## src/rtl/capcmp_timer.sv

```systemverilog
module capcmp_timer #(
  parameter int NCH = 2,
  parameter int AW  = 5
) (
  input  logic           clk,
  input  logic           rst_n,
  input  logic           fixed_en,
  input  logic           ext_clk,
  input  logic           bus_wr,
  input  logic           bus_rd,
  input  logic [AW-1:0]  bus_addr,
  input  logic [7:0]     bus_wdata,
  output logic [7:0]     bus_rdata,
  input  logic [NCH-1:0] ch_in,
  output logic [NCH-1:0] ch_out,
  output logic [NCH-1:0] ch_flag,
  output logic           eoc_flag
);
  localparam logic [AW-1:0] A_CTRL = AW'(0);
  localparam logic [AW-1:0] A_CNTH = AW'(1);
  localparam logic [AW-1:0] A_CNTL = AW'(2);
  localparam logic [AW-1:0] A_MODH = AW'(3);
  localparam logic [AW-1:0] A_MODL = AW'(4);
  localparam int A_CH0 = 5;
  localparam logic [3:0] M_CAPR = 4'd1, M_CAPF = 4'd2, M_CAPB = 4'd3;
  localparam logic [3:0] M_TOG = 4'd4, M_CLR = 4'd5, M_SET = 4'd6, M_PWM = 4'd8;

  logic [2:0]  ps;
  logic [1:0]  src;
  logic        updown, dir_up, src_en, tick, upd, eoc_arm, snap_vld, bound;
  logic [15:0] cnt, mod_r, top, rd16;
  logic [6:0]  pcnt, pmask;
  logic [2:0]  ext_s;
  logic [7:0]  wr_hold, rd_snap, rd8;
  logic        is_hi, is_lo, wr_cnt;
  logic [3:0]  mode [NCH];
  logic [15:0] vbuf [NCH];
  logic [15:0] vact [NCH];
  logic [2:0]  in_s [NCH];
  logic [NCH-1:0] ch_arm, cap_ev, hit_ev, is_cmp, is_pwm;

  assign wr_cnt = bus_wr && (bus_addr == A_CNTH || bus_addr == A_CNTL);
  assign top    = (mod_r == 16'd0) ? 16'hFFFF : mod_r;
  assign pmask  = 7'((8'd1 << ps) - 8'd1);
  assign tick   = src_en && ((pcnt & pmask) == pmask);
  assign bound  = tick && (updown ? (!dir_up && cnt == 16'd0) : (cnt >= top));

  always_comb begin
    case (src)
      2'd1:    src_en = 1'b1;
      2'd2:    src_en = fixed_en;
      2'd3:    src_en = ext_s[1] & ~ext_s[2];
      default: src_en = 1'b0;
    endcase
  end

  always_ff @(posedge clk) begin
    if (!rst_n) begin
      cnt <= '0; pcnt <= '0; dir_up <= 1'b1; upd <= 1'b0; ext_s <= '0;
    end else begin
      ext_s <= {ext_s[1:0], ext_clk};
      upd   <= tick && !wr_cnt;
      if (wr_cnt) begin
        cnt <= '0; pcnt <= '0; dir_up <= 1'b1;
      end else begin
        if (src_en) pcnt <= pcnt + 7'd1;
        if (tick) begin
          if (!updown) begin
            dir_up <= 1'b1;
            cnt    <= (cnt >= top) ? 16'd0 : cnt + 16'd1;
          end else if (dir_up) begin
            if (cnt >= top) begin dir_up <= 1'b0; cnt <= cnt - 16'd1; end
            else cnt <= cnt + 16'd1;
          end else if (cnt == 16'd0) begin
            dir_up <= 1'b1; cnt <= 16'd1;
          end else cnt <= cnt - 16'd1;
        end
      end
    end
  end

  always_comb begin
    rd8 = '0; rd16 = '0; is_hi = 1'b0; is_lo = 1'b0;
    if (bus_addr == A_CTRL) rd8 = {eoc_flag, updown, src, 1'b0, ps};
    if (bus_addr == A_CNTH) begin rd16 = cnt; is_hi = 1'b1; end
    if (bus_addr == A_CNTL) begin rd16 = cnt; is_lo = 1'b1; end
    if (bus_addr == A_MODH) begin rd16 = mod_r; is_hi = 1'b1; end
    if (bus_addr == A_MODL) begin rd16 = mod_r; is_lo = 1'b1; end
    for (int n = 0; n < NCH; n++) begin
      if (bus_addr == AW'(A_CH0 + 3*n))     rd8 = {ch_flag[n], 3'b000, mode[n]};
      if (bus_addr == AW'(A_CH0 + 3*n + 1)) begin rd16 = vbuf[n]; is_hi = 1'b1; end
      if (bus_addr == AW'(A_CH0 + 3*n + 2)) begin rd16 = vbuf[n]; is_lo = 1'b1; end
    end
  end
  assign bus_rdata = is_hi ? rd16[15:8] : is_lo ? (snap_vld ? rd_snap : rd16[7:0]) : rd8;

  always_ff @(posedge clk) begin
    if (!rst_n) begin
      ps <= '0; src <= '0; updown <= 1'b0; mod_r <= '0; wr_hold <= '0;
      rd_snap <= '0; snap_vld <= 1'b0; eoc_flag <= 1'b0; eoc_arm <= 1'b0;
    end else begin
      if (bus_wr && bus_addr == A_CTRL) begin
        updown <= bus_wdata[6]; src <= bus_wdata[5:4]; ps <= bus_wdata[2:0];
      end
      if (bus_wr && is_hi) wr_hold <= bus_wdata;
      if (bus_wr && bus_addr == A_MODL) mod_r <= {wr_hold, bus_wdata};
      if (bus_rd && is_hi) begin rd_snap <= rd16[7:0]; snap_vld <= 1'b1; end
      else if (bus_rd && is_lo) snap_vld <= 1'b0;
      if (bound) eoc_flag <= 1'b1;
      else if (bus_wr && bus_addr == A_CTRL && !bus_wdata[7] && eoc_arm) eoc_flag <= 1'b0;
      if (bus_rd && bus_addr == A_CTRL && eoc_flag) eoc_arm <= 1'b1;
      else if (bus_wr && bus_addr == A_CTRL) eoc_arm <= 1'b0;
    end
  end

  always_comb begin
    for (int n = 0; n < NCH; n++) begin
      is_cmp[n] = (mode[n] == M_TOG) || (mode[n] == M_CLR) || (mode[n] == M_SET);
      is_pwm[n] = (mode[n] == M_PWM);
      hit_ev[n] = upd && (cnt == vact[n]);
      cap_ev[n] = ((mode[n] == M_CAPR || mode[n] == M_CAPB) && in_s[n][1] && !in_s[n][2]) ||
                  ((mode[n] == M_CAPF || mode[n] == M_CAPB) && !in_s[n][1] && in_s[n][2]);
    end
  end

  always_ff @(posedge clk) begin
    if (!rst_n) begin
      ch_out <= '0; ch_flag <= '0; ch_arm <= '0;
      for (int n = 0; n < NCH; n++) begin
        mode[n] <= '0; vbuf[n] <= '0; vact[n] <= '0; in_s[n] <= '0;
      end
    end else begin
      for (int n = 0; n < NCH; n++) begin
        in_s[n] <= {in_s[n][1:0], ch_in[n]};
        if (bus_wr && bus_addr == AW'(A_CH0 + 3*n)) mode[n] <= bus_wdata[3:0];
        if (cap_ev[n]) vbuf[n] <= cnt;
        else if (bus_wr && bus_addr == AW'(A_CH0 + 3*n + 2)) vbuf[n] <= {wr_hold, bus_wdata};
        if (!is_pwm[n] || bound) vact[n] <= vbuf[n];
        if (is_pwm[n]) ch_out[n] <= (cnt < vact[n]);
        else if (is_cmp[n] && hit_ev[n])
          ch_out[n] <= (mode[n] == M_SET) ? 1'b1 : (mode[n] == M_CLR) ? 1'b0 : ~ch_out[n];
        if (cap_ev[n] || ((is_cmp[n] || is_pwm[n]) && hit_ev[n])) ch_flag[n] <= 1'b1;
        else if (bus_wr && bus_addr == AW'(A_CH0 + 3*n) && !bus_wdata[7] && ch_arm[n])
          ch_flag[n] <= 1'b0;
        if (bus_rd && bus_addr == AW'(A_CH0 + 3*n) && ch_flag[n]) ch_arm[n] <= 1'b1;
        else if (bus_wr && bus_addr == AW'(A_CH0 + 3*n)) ch_arm[n] <= 1'b0;
      end
    end
  end
endmodule

```

## config.mk

```make
export PLATFORM = sky130hd
export DESIGN_NAME = capcmp_timer
export DESIGN_NICKNAME = d
export VERILOG_FILES = /design/src/rtl/capcmp_timer.sv
export SDC_FILE = /design/constraint.sdc
export NUM_CORES = 1
export LEC_CHECK = 0
export ABC_AREA = 1
export CORE_UTILIZATION = 40
export CTS_CLUSTER_SIZE = 28
export DETAILED_ROUTE_END_ITERATION = 6
export HOLD_SLACK_MARGIN = 0.12
export SYNTH_ARGS = -nofsm -noshare
export SYNTH_HDL_FRONTEND = slang
export SYNTH_SLANG_ARGS = --single-unit
```

## constraint.sdc

```tcl
create_clock -name clk -period 7.4 [get_ports clk]
set_input_delay 0.74 -clock clk [delete_from_list [all_inputs] [get_ports clk]]
set_output_delay 0.74 -clock clk [all_outputs]
set_load 0.01 [all_outputs]
```

==> results of run 1 <==
## Yosys cell counts (2+ instances only)
master	number
a21oi_1	74
ha_1	52
a22oi_1	4
nand3_2	2
o21ai_0	128
nand2_2	7
nand2_1	223
a21o_1	2
o22ai_1	2
inv_2	8
xor2_1	24
nor2_2	29
o21ai_1	5
inv_1	191
nand4_1	23
clkbuf_1	18
buf_4	8
dfxtp_1	81
a31oi_1	5
o21bai_1	2
o211ai_1	8
nor4_1	4
nor2_4	15
nand3_1	82
buf_2	17
buf_6	5
nor2_1	137
nor3_1	6
nand3b_1	3
o221ai_1	2
edfxtp_1	72
## per-layer routing
metal  GRT usage  vias to the layer above  part of all wire
met5           0                        -                 0
met4     0.09477                        0             0.028
met3     0.04417                       46             0.070
met2      0.3658                      307              0.44
met1      0.3469                     3725              0.47
li1            -                     4126                 -
## stage by stage
| step | total power, uW | worst slack, ns | std cells | instance area [um2] | util |
|---|---|---|---|---|---|
| final | 2075 | 3.159 | 1593 | 10560 | 0.4607 |
| after floorplan | 1100 | 4.351 | 1257 | 9438 | - |
| after global routing | 2150 | 2.916 | 1593 | 10560 | 0.4607 |
| after CTS | 2084 | 3.217 | 1593 | 10560 | 0.4607 |
| after global placement | 1170 | 3.250 | 1561 | 9927 | 0.4332 |
| after detailed placement | 1173 | 3.228 | 1561 | 9927 | 0.4332 |
## flip-flops by register name, summed over array words and instances (netlist names), 3 cells and up
name     count
vact        32
vbuf        32
cnt         16
mod_r       16
mode         8
rd_snap      8
wr_hold      8
pcnt         7
in_s         6
ext_s        3
ps           3
## how the worst max path moves through the flow
stage,startpoint,end,slack (ns),cells after the start
final,bus_addr[1],bus_rdata[7],3.16,12
after detailed placement,bus_addr[1],bus_rdata[7],3.23,12
after global placement,bus_addr[1],bus_rdata[7],3.25,12
after CTS,bus_addr[1],bus_rdata[7],3.22,12
after floorplan,mod_r[12]$_SDFFE_PN0P_,vact[0][0]$_SDFFCE_PN0P_,4.35,14
after global routing,bus_addr[1],bus_rdata[7],2.92,12
## final cells by class
cell class | count | share of cell area
inverters | 201 | 0.07171
repair buffers | 41 | 0.03651
flip-flops and latches | 153 | 0.3584
clock buffers | 21 | 0.04871
multi-input cells | 853 | 0.4366
well taps | 313 | 0.03710
clock inverters | 11 | 0.01090
## worst max-delay path, delay by kind of cell
kind	cells	cell delay [ns]
compound gates	1	0.06
simple gates	7	1.09
buf+inv	4	1.59
## power by group
group / leakage, uW / switching [uW] / internal, uW
Clock: 0.000311 / 402 / 516
Sequential: 0.00144 / 21.5 / 915
Combinational: 0.00310 / 148 / 73.3
## cells by family after synthesis
family,share of synthesized area
XOR/XNOR,0.02227
buffers and inverters,0.1107
flip-flops,0.4009
AO/OA/AOI/OAI,0.1389
AND/OR/NAND/NOR,0.2583
adder cells (fa/ha/maj),0.06894
==> results.cfg, run 1 <==
[logic_synthesis]
avgSynthCellArea_um2 = 7.508
synth-warning-count = 0
async_reset_ff_frac = 0
ys_seq_area_frac = 0.4009
synth_nets = 1330
yosysTopAreaCellShare = 0.2291
yosys.area.top_type = edfxtp_1
synthFlopType = dfxtp_1
ys_ff_latch = 153
synth_cell_types = 49
syn_area_um2 = 9438
syn_inst = 1257
synth_edf_count = 72
synth_area_leaders = edfxtp_1 23%, dfxtp_1 17%, nand2_1 8.9%, inv_1 7.6%, ha_1 6.9%

[route]
drtIter0Drc = 879
drc = 0
via_per_inst = 5.150
drt-total-wl_um = 28590
wl_per_cell_um = 17.95
vias = 8204
antenna_left = 0
first_pass_iters = 5

[hold_path]
hold_path.class = flop to flop
min_to = in_s[0][4]$_SDFF_PN0_
whs_path_depth = 2
hp-start = in_s[0][3]$_SDFF_PN0_

[layout]
nets = 1340
fillers = 2309
area_growth_syn_to_layout_pct = 11.85
multi_input_area_um2 = 4609
antenna_cells = 0
layout_commonest_cell = nand2_1
regArea_um2 = 3784
mostFrequentLayoutCells = 223 x nand2_1, 191 x inv_1, 137 x nor2_1
drive_above_1_share = 0.08594

[sta]
whs_ns = 0.4118
worst_slew_pin_slew_ns = 1.172
hold_viol = 0
timing.fmax_mhz = 235.8
period_needed_ns = 4.241
timing.final.max_slew_violations = 0
finalSetupTns_ns = 0
period_share = 0.5731
fin_skew_ns = 0.01687
finalSetupViolations = 0
rsz0062_at_grt = no
slew_headroom = 0.2165

[critical_path]
crit_path_cell_trace = clkdlybuf4s50_1 > inv_1 > nand2_2 > nor2_2 > nor2_2 > inv_2 > nand2_1 > nand3_1 > nand2_1 > o21ai_1 > nand2_1 > clkdlybuf4s50_1
reg2reg_to = vact[0][12]$_SDFFCE_PN0P_
reg2reg_depth = 13
cp-end-kind = output port
cp_common_cell = nand2_1
worstPathRequired_ns = 6.66
cp-start-kind = input port
regToRegSetupSlack_ns = 3.40
slowest_stage = clkdlybuf4s50_1
crit_arrival_ns = 3.50
r2r-start = mod_r[5]$_SDFFE_PN0P_
slowest_delay_ns = 0.74
crit_type = input port to output port
path_max_fanout = 16

[clock_network]
insertion_delay_ns = 0.44
h-tree-depth = 4
post_cts_buffers = 0
clk_pin_slew_worst_paths_ns = 0.07
numCtsBuffers = 17
clock_path_buffers = 2
cts.repair.resized = 0
cts_hold_buf = 0
clock_sinks = 153
cts_root_buffer = clkbuf_16
cts_tree = built

[die]
row_count = 55
die_w_um = 155.6
start_util = 0.4118
die_h_um = 155.6
core-area_um2 = 22920
fp.dieArea_um2 = 24210
io_pins = 34

[job]
max_cap_viol_count = 0

[placement]
gp_congestion = 0.9371
dpl.hpwl_um = 20920
portBuffers = 33

[grt]
grt.total_usage = 0.2440
grt_first_pass_wirelength_um = 43640
overflow = 0
grt_max_degree = 63
grt_pass1_vias = 7476
grt_antenna_before_repair = 0

[run_status]
status = finished, final reports clean

[pwr]
p_leak_uw = 0.004853
irDropWorstVdd_mv = 0.1347
pwr_density_cell_nw_per_um2 = 196.6
Power figures use the tool's default switching activity.
==> run 2, diff against run 1 <==
- clock period: 7.4 -> 3.46 ns (I/O delays scaled with it)
==> run 2 against run 1 <==
Clock power grew 99%. Die area is the same. Setup slack lost 3.0 ns. Highest routed layer unchanged. Global-route usage grew 0.21 points. Critical endpoint is now bus_rdata[1]. Flip-flop and latch count is the same. Count of clock-buffer cells in the layout shrank 3.
==> results.cfg, run 2 (same netlist as run 1, synthesis figures left out) <==
[pwr]
p_leak_uw = 0.004975
switching_share = 0.2839
switchingPower_uw = 1227
seqPwrFrac = 0.461
internal-power_uw = 3095
power_uw = 4322
pwr_density_cell_nw_per_um2 = 402.3
power_frac_comb = 0.116
irDropWorstVdd_mv = 0.3467
clock_power_share = 0.423

[layout]
drive_above_1_share = 0.1069
largestRegisters = vact x32, vbuf x32
final_core_util = 0.4687
layout_commonest_cell = nand2_1
area_growth_syn_to_layout_pct = 13.81
fin_area_um2 = 10740
mostFrequentLayoutCells = 223 x nand2_1, 191 x inv_1, 137 x nor2_1
nets = 1370
antenna_cells = 0

[die]
die_w_um = 155.6
io_pins = 34
core-area_um2 = 22920
row_count = 55
fp.dieArea_um2 = 24210
start_util = 0.4118
die_h_um = 155.6

[critical_path]
crit_type = input port to output port
cp-end-kind = output port
slowest_delay_ns = 0.60
crit_path_cell_trace = clkdlybuf4s50_1 > nand2_2 > a21oi_4 > inv_2 > o21ai_1 > nor2_1 > nand3_1 > nand2_1 > nand3_1 > clkdlybuf4s50_1
cp-start-kind = input port
path_max_fanout = 10
slowest_stage = clkdlybuf4s50_1
crit_arrival_ns = 2.93
worstPathRequired_ns = 3.11

[placement]
dpl_cell_area_um2 = 10160
portBuffers = 33
gp_congestion = 0.9322
dpl.hpwl_um = 21630

[sta]
fin_skew_ns = 0.008973
period_needed_ns = 3.278
worst_slew_pin_slew_ns = 0.8783
rsz0062_at_grt = no
timing.fmax_mhz = 305.0
slew_headroom = 0.4128
period_share = 0.9475
hold_viol = 0
finalSetupTns_ns = 0
timing.final.max_slew_violations = 0
finalSetupViolations = 0

[clock_network]
numCtsBuffers = 17
insertion_delay_ns = 0.44
clk_pin_slew_worst_paths_ns = 0.07
cts_root_buffer = clkbuf_16
cts.repair.resized = 0
cts_hold_buf = 0
cts_tree = built
h-tree-depth = 4
post_cts_buffers = 0
clock_sinks = 153
clock_path_buffers = 2

[grt]
grt_max_degree = 55
grt.total_usage = 0.2461
grt_pass1_vias = 7608
grt_antenna_before_repair = 0
grt_first_pass_wirelength_um = 44220
overflow = 0

[route]
wl_per_cell_um = 17.88
drc = 0
vias = 8414
via_per_inst = 5.184
antenna_left = 0
drt-total-wl_um = 29010
first_pass_iters = 5
drtIter0Drc = 952

[run_status]
status = finished, final reports clean

[job]
max_cap_viol_count = 0

[hold_path]
hold_path.class = input port to flop
run 2: changes by cell type in the layout (fill, tap and decap cells not counted), sizes merged:
cell	change
buf	+30
clkbuf	-3
clkinv	+1
clkinvlp	+1
inv	+1
run 2: cell type report:
type / instances / area (um2)
Clock inverter: 14 / 132.6
Sequential cell: 153 / 3784
Fill cell: 2296 / 12170
Clock buffer: 18 / 439.2
Inverter: 201 / 757.0
Timing Repair Buffer: 71 / 623.1
Multi-Input combinational cell: 853 / 4614
Tap cell: 313 / 391.6
run 2: power groups by stage:
stage / combinational [uW] / sequential (uW) / clock (uW)
finish: 503 / 1990 / 1830
global route: 560 / 2000 / 1910
CTS: 500 / 1990 / 1850
detailed placement: 497 / 2030 / 0
global placement: 491 / 2030 / 0
floorplan: 334 / 2020 / 0
run 2: worst paths after layout:
check / start / end / slack, ns / cells past startpoint
hold reg to reg: in_s[0][0]$_SDFF_PN0_ / in_s[0][1]$_SDFF_PN0_ / 0.42 / 2
hold / removal: rst_n / in_s[0][5]$_SDFF_PN0_ / 0.23 / 3
setup reg to reg: mod_r[12]$_SDFFE_PN0P_ / cnt[5]$_SDFFE_PP0P_ / 0.37 / 16
setup / recovery: bus_addr[1] / bus_rdata[1] / 0.18 / 10
run 2: worst max-delay path: cells and delay by family:
kind / cells / cell delay, ns
AO/OA/AOI/OAI: 2 / 0.76
buffers and inverters: 3 / 1.30
AND/OR/NAND/NOR: 5 / 0.51
run 2: routing by layer:
layer,GRT usage,part of all wire,vias to the layer above
met5,0,0,-
met4,0.06303,0.014,0
met3,0.04472,0.091,31
met2,0.3820,0.44,371
met1,0.3514,0.45,3825
li1,-,-,4187
run 2: metrics by stage:
step	hold WS, ns	std cells	setup slack, ns
3_5_place_dp	0.4042	1591	0.06843
2_1_floorplan	0.3905	1257	0.4112
3_3_place_gp	0.3922	1591	0.03951
6_report	0.2273	1623	0.1817
4_1_cts	0.2213	1623	0.04060
5_1_grt	0.2477	1623	0.03109
==> run 3, diff against run 2 <==
- CORE_UTILIZATION: 40 -> 45
==> run 3 against run 2 <==
Register-to-register slack about the same. Combinational power about the same. Clock power increased by 3%. Largest cell class unchanged. Critical endpoint is now bus_rdata[4].
==> results.cfg, run 3 (same netlist as run 1, synthesis figures left out) <==
[clock_network]
post_cts_buffers = 0
clock_sinks = 153
h-tree-depth = 4
clk_pin_slew_worst_paths_ns = 0.07
cts_tree = built
cts.repair.resized = 0
numCtsBuffers = 17
clock_path_buffers = 2
cts_root_buffer = clkbuf_16
insertion_delay_ns = 0.43
cts_hold_buf = 0

[die]
fp.dieArea_um2 = 21560
die_w_um = 146.8
io_pins = 34
die_h_um = 146.8
row_count = 52
start_util = 0.4620
core-area_um2 = 20430

[placement]
gp_congestion = 0.9062
portBuffers = 33
dpl.hpwl_um = 20970

[job]
max_cap_viol_count = 0

[route]
wl_per_cell_um = 17.81
first_pass_iters = 5
antenna_left = 0
via_per_inst = 5.317
drt-total-wl_um = 28120
vias = 8396
drc = 0
drtIter0Drc = 749

[grt]
grt_first_pass_wirelength_um = 44140
overflow = 0
met2_usage = 0.4204
busiest_layer = met2
grt_max_degree = 44
grt_use_met1 = 0.3841
grt_pass1_vias = 7767
globalRouteMet3Util = 0.04286
grt.total_usage = 0.2712
grt_antenna_before_repair = 0

[layout]
largestRegisters = vact x32, vbuf x32
final_core_util = 0.5236
nets = 1369
multi_input_area_um2 = 4614
regArea_um2 = 3784
fillers = 2037
drive_above_1_share = 0.1062
antenna_cells = 0
layout_commonest_cell = nand2_1
mostFrequentLayoutCells = 223 x nand2_1, 191 x inv_1, 137 x nor2_1
area_growth_syn_to_layout_pct = 13.35

[sta]
timing.fmax_mhz = 299.4
slew_headroom = 0.2915
finalSetupTns_ns = 0
worst_slew_pin_slew_ns = 1.059
hold_viol = 0
period_needed_ns = 3.340
fin_skew_ns = 0.01153
rsz0062_at_grt = no
timing.final.max_slew_violations = 0
finalSetupViolations = 0
period_share = 0.9652

[pwr]
p_leak_uw = 0.004985
pwr_density_cell_nw_per_um2 = 409.4
irDropWorstVdd_mv = 0.3095

[critical_path]
path_max_fanout = 10
cp-start-kind = input port
crit_type = input port to output port
worstPathRequired_ns = 3.11
crit_arrival_ns = 2.99
cp-end-kind = output port

[run_status]
status = finished, final reports clean

[hold_path]
hold_path.class = input port to flop
-- run 3: area by class of cell --
class                      instances  area share
multi-input combinational        853      0.4313
sequential                       153      0.3537
inverter                         201     0.07076
timing repair buffer              70     0.05871
clock buffer                      17     0.03977
tap                              270     0.03158
clock inverter                    15     0.01415
-- run 3: worst paths after layout --
path                                             from                         to  slack, ns  depth (start not counted)
worst max-delay path                      bus_addr[4]               bus_rdata[4]       0.12                         11
worst min-delay path                            rst_n      mod_r[7]$_SDFFE_PN0P_       0.37                          3
worst max register to register  mod_r[5]$_SDFFE_PN0P_  vact[0][15]$_SDFFCE_PN0P_       0.38                         17
worst min register to register  in_s[0][3]$_SDFF_PN0_      in_s[0][4]$_SDFF_PN0_       0.41                          2
-- run 3: metrics by stage --
stage | cells | worst slack, ns | hold WS, ns | instance area [um2] | power [uW]
2_1_floorplan | 1257 | 0.4112 | 0.3905 | 9438 | 2352
5_1_grt | 1579 | 0.02929 | 0.3899 | 10700 | 4540
6_report | 1579 | 0.1204 | 0.3728 | 10700 | 4379
3_3_place_gp | 1547 | 0.1430 | 0.3930 | 10120 | 2521
4_1_cts | 1579 | 0.1318 | 0.3540 | 10690 | 4400
3_5_place_dp | 1547 | 0.1322 | 0.3990 | 10120 | 2526
-- run 3: power breakdown --
group          switching (uW)  internal [uW]
Sequential               34.6           1960
Combinational             330            171
Clock                     866           1020
Total                    1230           3150
-- run 3: routing by layer --
| layer | wire (um) | share of wire |
|---|---|---|
| met1 | 13130 | 0.47 |
| met2 | 12260 | 0.44 |
| met3 | 2105 | 0.075 |
| met4 | 622 | 0.022 |
| met5 | 0 | 0 |
-- run 3: critical path: stages --
cell and delay, ns:
clkdlybuf4s50_1 0.50, nor2_4 0.17, nand2_2 0.11, a21oi_4 0.32
inv_2 0.17, o21ai_0 0.40, nor2_1 0.11, nand3_1 0.09
nand2_1 0.07, nand3_1 0.15, clkdlybuf4s50_1 0.56
